$ cat src/rtl/erase_cmd_pkg.sv
package erase_cmd_pkg;

    typedef enum logic [3:0] {
        ST_IDLE,
        ST_KEY1,
        ST_KEY2,
        ST_ARMED,
        ST_KEY4,
        ST_KEY5,
        ST_COLLECT,
        ST_FILL,
        ST_VERIFY,
        ST_WIPE
    } ecd_state_t;

    typedef enum logic [1:0] {
        PH_NONE   = 2'd0,
        PH_FILL   = 2'd1,
        PH_VERIFY = 2'd2,
        PH_WIPE   = 2'd3
    } ecd_phase_t;

    localparam logic [7:0] KEY_FIRST  = 8'hAA;
    localparam logic [7:0] KEY_SECOND = 8'h55;
    localparam logic [7:0] OP_SETUP   = 8'h80;
    localparam logic [7:0] OP_CHIP    = 8'h10;
    localparam logic [7:0] OP_SECTOR  = 8'h30;

    localparam int KEY_ADDR_HI = 'h555;
    localparam int KEY_ADDR_LO = 'h2AA;

    typedef struct packed {
        logic key_a;
        logic key_b;
        logic setup;
        logic chip;
        logic sector;
    } ecd_cmd_t;

endpackage

$ cat src/rtl/erase_cmd_match.sv
module erase_cmd_match
    import erase_cmd_pkg::*;
#(
    parameter int ADDR_W    = 17,
    parameter int SECT_BITS = 3
) (
    input  logic [ADDR_W-1:0]    wr_addr,
    input  logic [7:0]           wr_data,
    output ecd_cmd_t             cmd,
    output logic [SECT_BITS-1:0] sect_idx
);
    localparam int OFF_W = ADDR_W - SECT_BITS;

    logic [OFF_W-1:0] offset;
    logic             at_hi;
    logic             at_lo;

    assign offset   = wr_addr[OFF_W-1:0];
    assign sect_idx = wr_addr[ADDR_W-1 -: SECT_BITS];
    assign at_hi    = (offset == OFF_W'(KEY_ADDR_HI));
    assign at_lo    = (offset == OFF_W'(KEY_ADDR_LO));

    always_comb begin
        cmd.key_a  = at_hi && (wr_data == KEY_FIRST);
        cmd.key_b  = at_lo && (wr_data == KEY_SECOND);
        cmd.setup  = at_hi && (wr_data == OP_SETUP);
        cmd.chip   = at_hi && (wr_data == OP_CHIP);
        cmd.sector = (wr_data == OP_SECTOR);
    end
endmodule

$ cat src/rtl/erase_timer.sv
module erase_timer #(
    parameter int TMR_W = 7
) (
    input  logic             clk,
    input  logic             rst_n,
    input  logic             load,
    input  logic [TMR_W-1:0] load_val,
    output logic             expired
);
    logic [TMR_W-1:0] cnt_q;

    always_ff @(posedge clk or negedge rst_n) begin
        if (!rst_n) begin
            cnt_q <= '0;
        end else if (load) begin
            cnt_q <= load_val;
        end else if (cnt_q != '0) begin
            cnt_q <= cnt_q - 1'b1;
        end
    end

    assign expired = (cnt_q == '0);
endmodule

$ cat src/rtl/erase_status_port.sv
module erase_status_port (
    input  logic       clk,
    input  logic       rst_n,
    input  logic       rd_en,
    input  logic [7:0] arr_data,
    input  logic       stat_en,
    input  logic       started,
    output logic [7:0] rd_data
);
    logic tog_q;

    always_ff @(posedge clk or negedge rst_n) begin
        if (!rst_n) begin
            tog_q   <= 1'b0;
            rd_data <= '0;
        end else if (rd_en) begin
            if (stat_en) begin
                tog_q   <= ~tog_q;
                rd_data <= {1'b0, ~tog_q, 2'b00, started, 3'b000};
            end else begin
                rd_data <= arr_data;
            end
        end
    end
endmodule

$ cat src/rtl/erase_cmd_decoder.sv
module erase_cmd_decoder
    import erase_cmd_pkg::*;
#(
    parameter int ADDR_W      = 17,
    parameter int SECT_BITS   = 3,
    parameter int WIN_CYCLES  = 50,
    parameter int BUSY_CYCLES = 64
) (
    input  logic                        clk,
    input  logic                        rst_n,
    input  logic                        wr_en,
    input  logic [ADDR_W-1:0]           wr_addr,
    input  logic [7:0]                  wr_data,
    input  logic                        rd_en,
    input  logic [7:0]                  arr_data,
    output logic [7:0]                  rd_data,
    output logic [(1<<SECT_BITS)-1:0]   sector_sel,
    output logic                        win_open,
    output logic                        busy,
    output logic [1:0]                  erase_phase
);
    localparam int NUM_SECT = 1 << SECT_BITS;
    localparam int TMAX     = (WIN_CYCLES > BUSY_CYCLES) ? WIN_CYCLES : BUSY_CYCLES;
    localparam int TMR_W    = $clog2(TMAX + 1);

    ecd_state_t           state_q;
    ecd_state_t           state_d;
    ecd_cmd_t             cmd;
    ecd_phase_t           phase;
    logic [SECT_BITS-1:0] sect_idx;
    logic                 restart;
    logic                 tmr_load;
    logic [TMR_W-1:0]     tmr_val;
    logic                 tmr_done;
    logic                 enter_timed;
    logic                 to_blank;
    logic [NUM_SECT-1:0]  sel_q;

    erase_cmd_match #(
        .ADDR_W    (ADDR_W),
        .SECT_BITS (SECT_BITS)
    ) u_match (
        .wr_addr  (wr_addr),
        .wr_data  (wr_data),
        .cmd      (cmd),
        .sect_idx (sect_idx)
    );

    // state register
    always_ff @(posedge clk or negedge rst_n) begin
        if (!rst_n) begin
            state_q <= ST_IDLE;
        end else begin
            state_q <= state_d;
        end
    end

    // next state and window restart
    always_comb begin
        state_d = state_q;
        restart = 1'b0;
        unique case (state_q)
            ST_IDLE: begin
                if (wr_en && cmd.key_a) state_d = ST_KEY1;
            end
            ST_KEY1: begin
                if (wr_en) state_d = cmd.key_b ? ST_KEY2 : ST_IDLE;
            end
            ST_KEY2: begin
                if (wr_en) state_d = cmd.setup ? ST_ARMED : ST_IDLE;
            end
            ST_ARMED: begin
                if (wr_en) state_d = cmd.key_a ? ST_KEY4 : ST_IDLE;
            end
            ST_KEY4: begin
                if (wr_en) state_d = cmd.key_b ? ST_KEY5 : ST_IDLE;
            end
            ST_KEY5: begin
                if (wr_en) begin
                    if (cmd.chip)        state_d = ST_FILL;
                    else if (cmd.sector) state_d = ST_COLLECT;
                    else                 state_d = ST_IDLE;
                end
            end
            ST_COLLECT: begin
                if (wr_en) begin
                    if (cmd.sector) restart = 1'b1;
                    else            state_d = ST_IDLE;
                end else if (tmr_done) begin
                    state_d = ST_FILL;
                end
            end
            ST_FILL: begin
                if (tmr_done) state_d = ST_VERIFY;
            end
            ST_VERIFY: begin
                if (tmr_done) state_d = ST_WIPE;
            end
            ST_WIPE: begin
                if (tmr_done) state_d = ST_IDLE;
            end
            default: state_d = ST_IDLE;
        endcase
    end

    assign enter_timed = (state_d != state_q) &&
                         (state_d inside {ST_COLLECT, ST_FILL, ST_VERIFY, ST_WIPE});
    assign tmr_load    = restart || enter_timed;
    assign tmr_val     = (state_d == ST_COLLECT) ? TMR_W'(WIN_CYCLES - 1)
                                                 : TMR_W'(BUSY_CYCLES - 1);

    erase_timer #(
        .TMR_W (TMR_W)
    ) u_timer (
        .clk      (clk),
        .rst_n    (rst_n),
        .load     (tmr_load),
        .load_val (tmr_val),
        .expired  (tmr_done)
    );

    // erase buffer
    assign to_blank = state_d inside {ST_IDLE, ST_KEY1, ST_KEY2, ST_ARMED, ST_KEY4, ST_KEY5};

    always_ff @(posedge clk or negedge rst_n) begin
        if (!rst_n) begin
            sel_q <= '0;
        end else if (to_blank) begin
            sel_q <= '0;
        end else if (wr_en && (state_q == ST_KEY5) && cmd.chip) begin
            sel_q <= '1;
        end else if (wr_en && cmd.sector &&
                     ((state_q == ST_KEY5) || (state_q == ST_COLLECT))) begin
            sel_q[sect_idx] <= 1'b1;
        end
    end

    // outputs
    always_comb begin
        win_open = 1'b0;
        busy     = 1'b0;
        phase    = PH_NONE;
        unique case (state_q)
            ST_COLLECT: win_open = 1'b1;
            ST_FILL: begin
                busy  = 1'b1;
                phase = PH_FILL;
            end
            ST_VERIFY: begin
                busy  = 1'b1;
                phase = PH_VERIFY;
            end
            ST_WIPE: begin
                busy  = 1'b1;
                phase = PH_WIPE;
            end
            default: ;
        endcase
    end

    assign erase_phase = phase;
    assign sector_sel  = sel_q;

    erase_status_port u_status (
        .clk      (clk),
        .rst_n    (rst_n),
        .rd_en    (rd_en),
        .arr_data (arr_data),
        .stat_en  (busy || win_open),
        .started  (busy),
        .rd_data  (rd_data)
    );
endmodule

$ cat config.mk
export PLATFORM = sky130hd
export DESIGN_NAME = erase_cmd_decoder
export DESIGN_NICKNAME = d
export VERILOG_FILES = /design/src/rtl/erase_cmd_pkg.sv /design/src/rtl/erase_cmd_match.sv /design/src/rtl/erase_timer.sv /design/src/rtl/erase_status_port.sv /design/src/rtl/erase_cmd_decoder.sv
export SDC_FILE = /design/constraint.sdc
export NUM_CORES = 1
export LEC_CHECK = 0
export ABC_AREA = 1
export BUFFER_PORTS_ARGS = -buffer_cell sky130_fd_sc_hd__buf_2
export CAP_MARGIN = 0
export CELL_PAD_IN_SITES_DETAIL_PLACEMENT = 1
export CELL_PAD_IN_SITES_GLOBAL_PLACEMENT = 1
export CORE_MARGIN = 2
export CORE_UTILIZATION = 37
export DETAILED_ROUTE_END_ITERATION = 12
export GPL_ROUTABILITY_DRIVEN = 1
export PLACE_DENSITY = 0.92
export REMOVE_ABC_BUFFERS = 1
export SLEW_MARGIN = 20
export SYNTH_ARGS = -nofsm -noshare
export SYNTH_HDL_FRONTEND = slang
export SYNTH_HIERARCHICAL = 1
export SYNTH_SLANG_ARGS = --single-unit
$ cat constraint.sdc
create_clock -name clk -period 2.6 [get_ports clk]
set_clock_uncertainty 0.2 [all_clocks]
set_input_delay 0.39 -clock clk [delete_from_list [all_inputs] [get_ports clk]]
set_output_delay 0.39 -clock clk [all_outputs]
set_load 0.01 [all_outputs]
# ---- Yosys cells after proc, flatten, opt, wreduce, memory -nomap -nowiden
# Index checks and enable logic that the tools add are counted.
dict set report classes {
  n_lt_le_gt_ge 2
  add_sub_neg 1
  reduce_logical 24
  n_eq_ne 26
  bitwise_logic 2
  muxes 34
}
# cell n
set ops {}
lappend ops {{$mux 4} 13}
lappend ops {{$pmux 4 s10} 1}
lappend ops {{$eq 4x3->1 const B} 8}
lappend ops {{$mux 8} 4}
lappend ops {{$eq 4x2->1 const B} 4}
lappend ops {{$eq 4x4->1 const B} 4}
lappend ops {{$eq 8x8->1 const B} 2}
lappend ops {{$eq 14x10->1 const B} 1}
lappend ops {{$eq 14x11->1 const B} 1}
lappend ops {{$mux 7} 2}
lappend ops {{$mux 3} 4}
lappend ops {{$logic_and 1x1->1} 11}
lappend ops {{$eq 4x1->1 const B} 2}
lappend ops {{$eq 8x5->1 const B} 1}
lappend ops {{$eq 8x6->1 const B} 1}
lappend ops {{$eq 8x7->1 const B} 1}
lappend ops {{$logic_not 4->1} 2}
lappend ops {{$or 8x8->8} 1}
lappend ops {{$logic_not 7->1} 1}
lappend ops {{$reduce_bool 7->1} 1}
lappend ops {{$sub 7x1->7 const B} 1}
lappend ops {{$mux 1} 6}
lappend ops {{$pmux 2 s3} 1}
lappend ops {{$reduce_bool 6->1} 1}
lappend ops {{other kinds (12)} 15}
dict set report totals {
  regBits 28
  out_inout_bits 20
  elab_cells 94
  inputBits 37
}

# ---- Logic depth before layout (Yosys ltp)
dict set report depth {
  depth_word 10
  ltp_mapped 25
  mapped_depth_nobuf 24
}

# ---- Hierarchy
# The synthesis kept the hierarchy.
# mod area_per_inst_um2 cells_per_inst instances
set by_module_without_submodules {}
lappend by_module_without_submodules {erase_cmd_decoder 1011.0 154 1}
lappend by_module_without_submodules {erase_timer 483.0 59 1}
lappend by_module_without_submodules {erase_status_port 384.1 42 1}
lappend by_module_without_submodules {erase_cmd_match 276.5 67 1}

# ---- Worst setup path after synthesis
# OpenSTA, ideal clock, no wires.
dict set report synth_path {
  path_type {register -> register}
  from {register u_timer.cnt_q[0]}
  to {register u_timer.cnt_q[1]}
  setup_ns 0.121
  synth_period_minus_slack_ns 2.333
  required_ns 2.279
  arrival_ns 2.011
  path_stages_with_launch 21
  setup_slack_ns 0.267
  path_cell_list {dfrtp_1 > inv_1 > ha_1 > nand2_4 > nor2_8 > inv_1 > nand3_1 > nand3_1 > nor2_2 > nand2_2 > nand2_1 > nand2_1 > nor2_2 > nand2_1 > nand2_1 > nand2_1 > buf_2 > nand2_1 > o21ai_0 > nand2_1 > o21ai_1}
}
dict set report synth_between {
  elab_chain_len 9
  elab_cells_between_ends 21
}
# item line
set synth_lines {}
lappend synth_lines {{start, declared} erase_timer.sv:10} ;# logic [TMR_W-1:0] cnt_q;
lappend synth_lines {{start signal, assigned} erase_timer.sv:16} ;# cnt_q <= load_val;
lappend synth_lines {{start signal, assigned} erase_timer.sv:18} ;# cnt_q <= cnt_q - 1'b1;
lappend synth_lines {{$logic_not 7->1 *} erase_timer.sv:22} ;# assign expired = (cnt_q == '0);
lappend synth_lines {{net tmr_done} erase_cmd_decoder.sv:34} ;# logic tmr_done;
lappend synth_lines {{$mux 4} erase_cmd_decoder.sv:89} ;# end else if (tmr_done) begin
lappend synth_lines {{$mux 4} erase_cmd_decoder.sv:86} ;# if (wr_en) begin
lappend synth_lines {{$pmux 4 s10 *} erase_cmd_decoder.sv:62} ;# unique case (state_q)
lappend synth_lines {{net state_d[0]} erase_cmd_decoder.sv:27} ;# ecd_state_t state_d;
lappend synth_lines {{$eq 4x3->1 or $eq 4x4->1 (tied branches)} erase_cmd_decoder.sv:107} ;# (state_d inside {ST_COLLECT, ST_FILL, ST_VERIFY, ST_WIPE});
lappend synth_lines {{$reduce_bool 4->1} erase_cmd_decoder.sv:107}
lappend synth_lines {{$logic_and 1x1->1 *} erase_cmd_decoder.sv:106} ;# assign enter_timed = (state_d != state_q) &&
lappend synth_lines {{$logic_or 1x1->1 *} erase_cmd_decoder.sv:108} ;# assign tmr_load = restart || enter_timed;
lappend synth_lines {{net tmr_load} erase_cmd_decoder.sv:32} ;# logic tmr_load;
lappend synth_lines {{$mux 7 or $reduce_bool 2->1 (tied branches)} -}
# Mark *: on every way through the listed nets, which the timed path passes. The rest lies on a longest branch. The select of a mux whose other input is x is not followed.
# A chain may end at the register's enable or synchronous reset.

# ---- Final worst setup path
# Ends and elaborated chain as after synthesis.

==> impl_metrics.toml <==
[global_routing]
grt_pass1_wl_mm = 10.2
first_global_vias = 2302
track_usage = 0.197
grt_max_degree = 29
grt_overflow = 0
antenna_found_initial = 0

[sta]
drv_slew = 0
setup_viol = 0
slew_headroom = 0.577
hold_viol_final = 0
timing.fmax_mhz = 416
timing.hold.ws_ps = 134
worst_pin_slew_ps = 635
period_share = 0.925
fin_tns_setup_ps = 0
fin_ws_ps = 196
period_minus_slack_ps = 2400

[min_path]
hold_depth = 3
hp-class = "input port to flip-flop"

[worst_setup_path]
startpoint_type = "flip-flop"
cp.arrival_ps = 2380
required_ps = 2570
end_kind = "flip-flop"
critPathKind = "flip-flop to flip-flop"
r2r_cells = 19
path_max_fanout = 5

[power]
total_power_uw = 1410
leakage_uw = 0.00147
swShare = 0.347
max-vdd-ir-drop_mv = 0.270
p_per_area_nw_per_um2 = 535
p_seq_frac = 0.403
p_int_uw = 925
comb_power_share = 0.350
power.switching_uw = 490
clockPowerShare = 0.247

[placement]
place_worst_setup_slack_ps = -122
dpl_cell_area_um2 = 2500
place_congestion = 0.876
dp_hpwl_mm = 4.83
io_buffers = 56

[finish]
fillCellCount = 768
syn2layout_area_growth_pct = 22.8
layout-drive-gt1-share = 0.314
diodes = 0
fin_area_um2 = 2650
fin_nets = 425

[die]
start_util = 0.387
io_pins = 57
die_x_um = 80.3
fp.dieH_um = 80.3
die-area_um2 = 6450
rows = 27
core_area_um2 = 5570

[synth]
yosysWarnings = 6
syn_area_per_cell_um2 = 6.69
ys_seq_area_frac = 0.325
synth-seq-cells = 28
syn_area_um2 = 2150
syn_inst = 322
synth.distinct_cells = 30

[cts]
cts.path.max_buffers = 2
clk_latency_ps = 280
root_buffer = "clkbuf_8"
numCtsBuffers = 3
cts_max_level = 1
clock-sinks = 28
cts_tree = "yes"
cts.clk_slew.worst_paths_ps = 100

[detailed_routing]
drc_errors = 0
first_pass_iters = 4
num_vias = 2232
routed_wl_mm = 6.05
ant_nets = 0
drtIter0Drc = 113
via_per_inst = 4.88
avgRoutedWirePerCell_um = 13.2

[outcome]
outcome = "finished, final reports clean"

[run]
cap_violations = 0
[critical path, cell delays in order, from the launching register on]
cell,delay [ps]
dfrtp_1,410
inv_2,90
ha_4,140
nand2_4,70
nor2_8,130
inv_2,60
nand3_2,90
nand3_1,90
nor2_2,130
nand2_2,90
nand2_1,70
nand2_1,60
nor2_2,90
nand2_1,80
nand2_2,110
nand2_4,90
nand2_2,90
o21ai_2,60
nand2_1,70
o21ai_1,60
[layout make-up]
type                    instances  area [µm²]  area share
clock buffers                   3        41.3      0.0156
clock inverters                 1        30.0      0.0114
inverters                      43         169      0.0639
multi-input cells             247        1280       0.483
flip-flops and latches         28         701       0.265
well taps                      72        90.1      0.0341
repair buffers                 63         335       0.127
[cells in the mapped netlist]
cell / instances / area, µm²
nand3_4: 1 / 17.5
o21ai_2: 1 / 8.76
nor2_2: 17 / 106
ha_1: 2 / 25.0
nand3_2: 3 / 30.0
o31ai_1: 8 / 60.1
nand2_4: 3 / 33.8
nand4_1: 5 / 31.3
nor3_1: 3 / 15.0
inv_4: 2 / 12.5
nand2_1: 91 / 342
inv_1: 37 / 139
nand2_2: 7 / 43.8
nor2_1: 44 / 165
nor2_4: 4 / 45.0
buf_6: 3 / 33.8
a21oi_1: 11 / 55.1
o21ai_1: 3 / 15.0
conb_1: 2 / 7.51
xnor2_1: 1 / 8.76
buf_2: 1 / 5.00
inv_2: 4 / 15.0
o21bai_1: 1 / 7.51
or2_2: 1 / 6.26
xor2_1: 2 / 17.5
buf_4: 3 / 22.5
nor2_8: 1 / 20.0
dfrtp_1: 28 / 701
o21ai_0: 7 / 35.0
nand3_1: 26 / 130
[per-layer routing]
metal	vias to the layer above	track usage	routed length (µm)
li1	1129	-	-
met1	1064	0.251	2720
met2	33	0.345	3110
met3	6	0.0337	182
met4	0	0.0475	38
met5	-	0	0
[timing repair]
action / 4_1_cts / 5_1_grt
resized for setup: 5 / 11
hold buffers: 1 / 0
gates cloned: 0 / 1
buffers inserted: 0 / 2
endpoints found under the hold margin: 28 / 0
endpoints found under the setup margin: 7 / 7
pin swaps: 0 / 4
[power by group through the flow]
stage / Clock [µW] / Sequential, µW / Combinational (µW)
finish: 350 / 570 / 495
global route: 374 / 577 / 561
CTS: 367 / 566 / 461
detailed placement: 0 / 574 / 444
global placement: 0 / 573 / 418
floorplan: 0 / 571 / 296
[metrics by stage]
| stage | utilization | instances |
|---|---|---|
| 2_1_floorplan | - | 317 |
| 3_3_place_gp | 0.449 | 449 |
| 3_5_place_dp | 0.449 | 449 |
| 4_1_cts | 0.465 | 454 |
| 5_1_grt | 0.475 | 457 |
| 6_report | 0.475 | 457 |
[worst paths after layout]
path	from	to	slack [ps]
min in group asynchronous	rst_n	u_timer/cnt_q[4]	460
worst max-delay path	u_timer/cnt_q[0]	u_timer/cnt_q[1]	200
max in group asynchronous	rst_n	u_status/rd_data[6]	1330
worst min-delay path	arr_data[5]	u_status/rd_data[5]	130
worst min register to register	u_status/rd_data[1]	u_status/rd_data[1]	280
worst max register to register	u_timer/cnt_q[0]	u_timer/cnt_q[1]	200
[state kept, by name, summed over array words and instances (netlist names)]
register and count:
u_status/rd_data 8, state_q 4, u_status/tog_q 1, u_timer/cnt_q 7, sector_sel 8
[logic make-up (layout without fill, tap and decap cells)]
logic type | count (synthesis) | in the layout | synth area share
DFF | 28 | 28 | 0.325
and+or+nand+nor | 206 | 207 | 0.458
buffers and inverters | 50 | 110 | 0.106
other | 2 | 4 | 0.00349
xor gates and xnor gates | 3 | 3 | 0.0122
adders and majority gates | 2 | 2 | 0.0116
AOI/OAI and AO/OA | 31 | 31 | 0.0842
[placed cells by master (no fill, tap or decap), types with 6 or more instances in the layout]
cell type and count:
nand2_2 10, a21oi_1 11, nor2_1 44, o31ai_1 8
nand2_1 88, inv_1 33, dfrtp_1 28, buf_2 56
inv_2 7, nand3_1 25, buf_4 6, nor2_2 16
No activity file was read; power rests on OpenSTA's default activity.
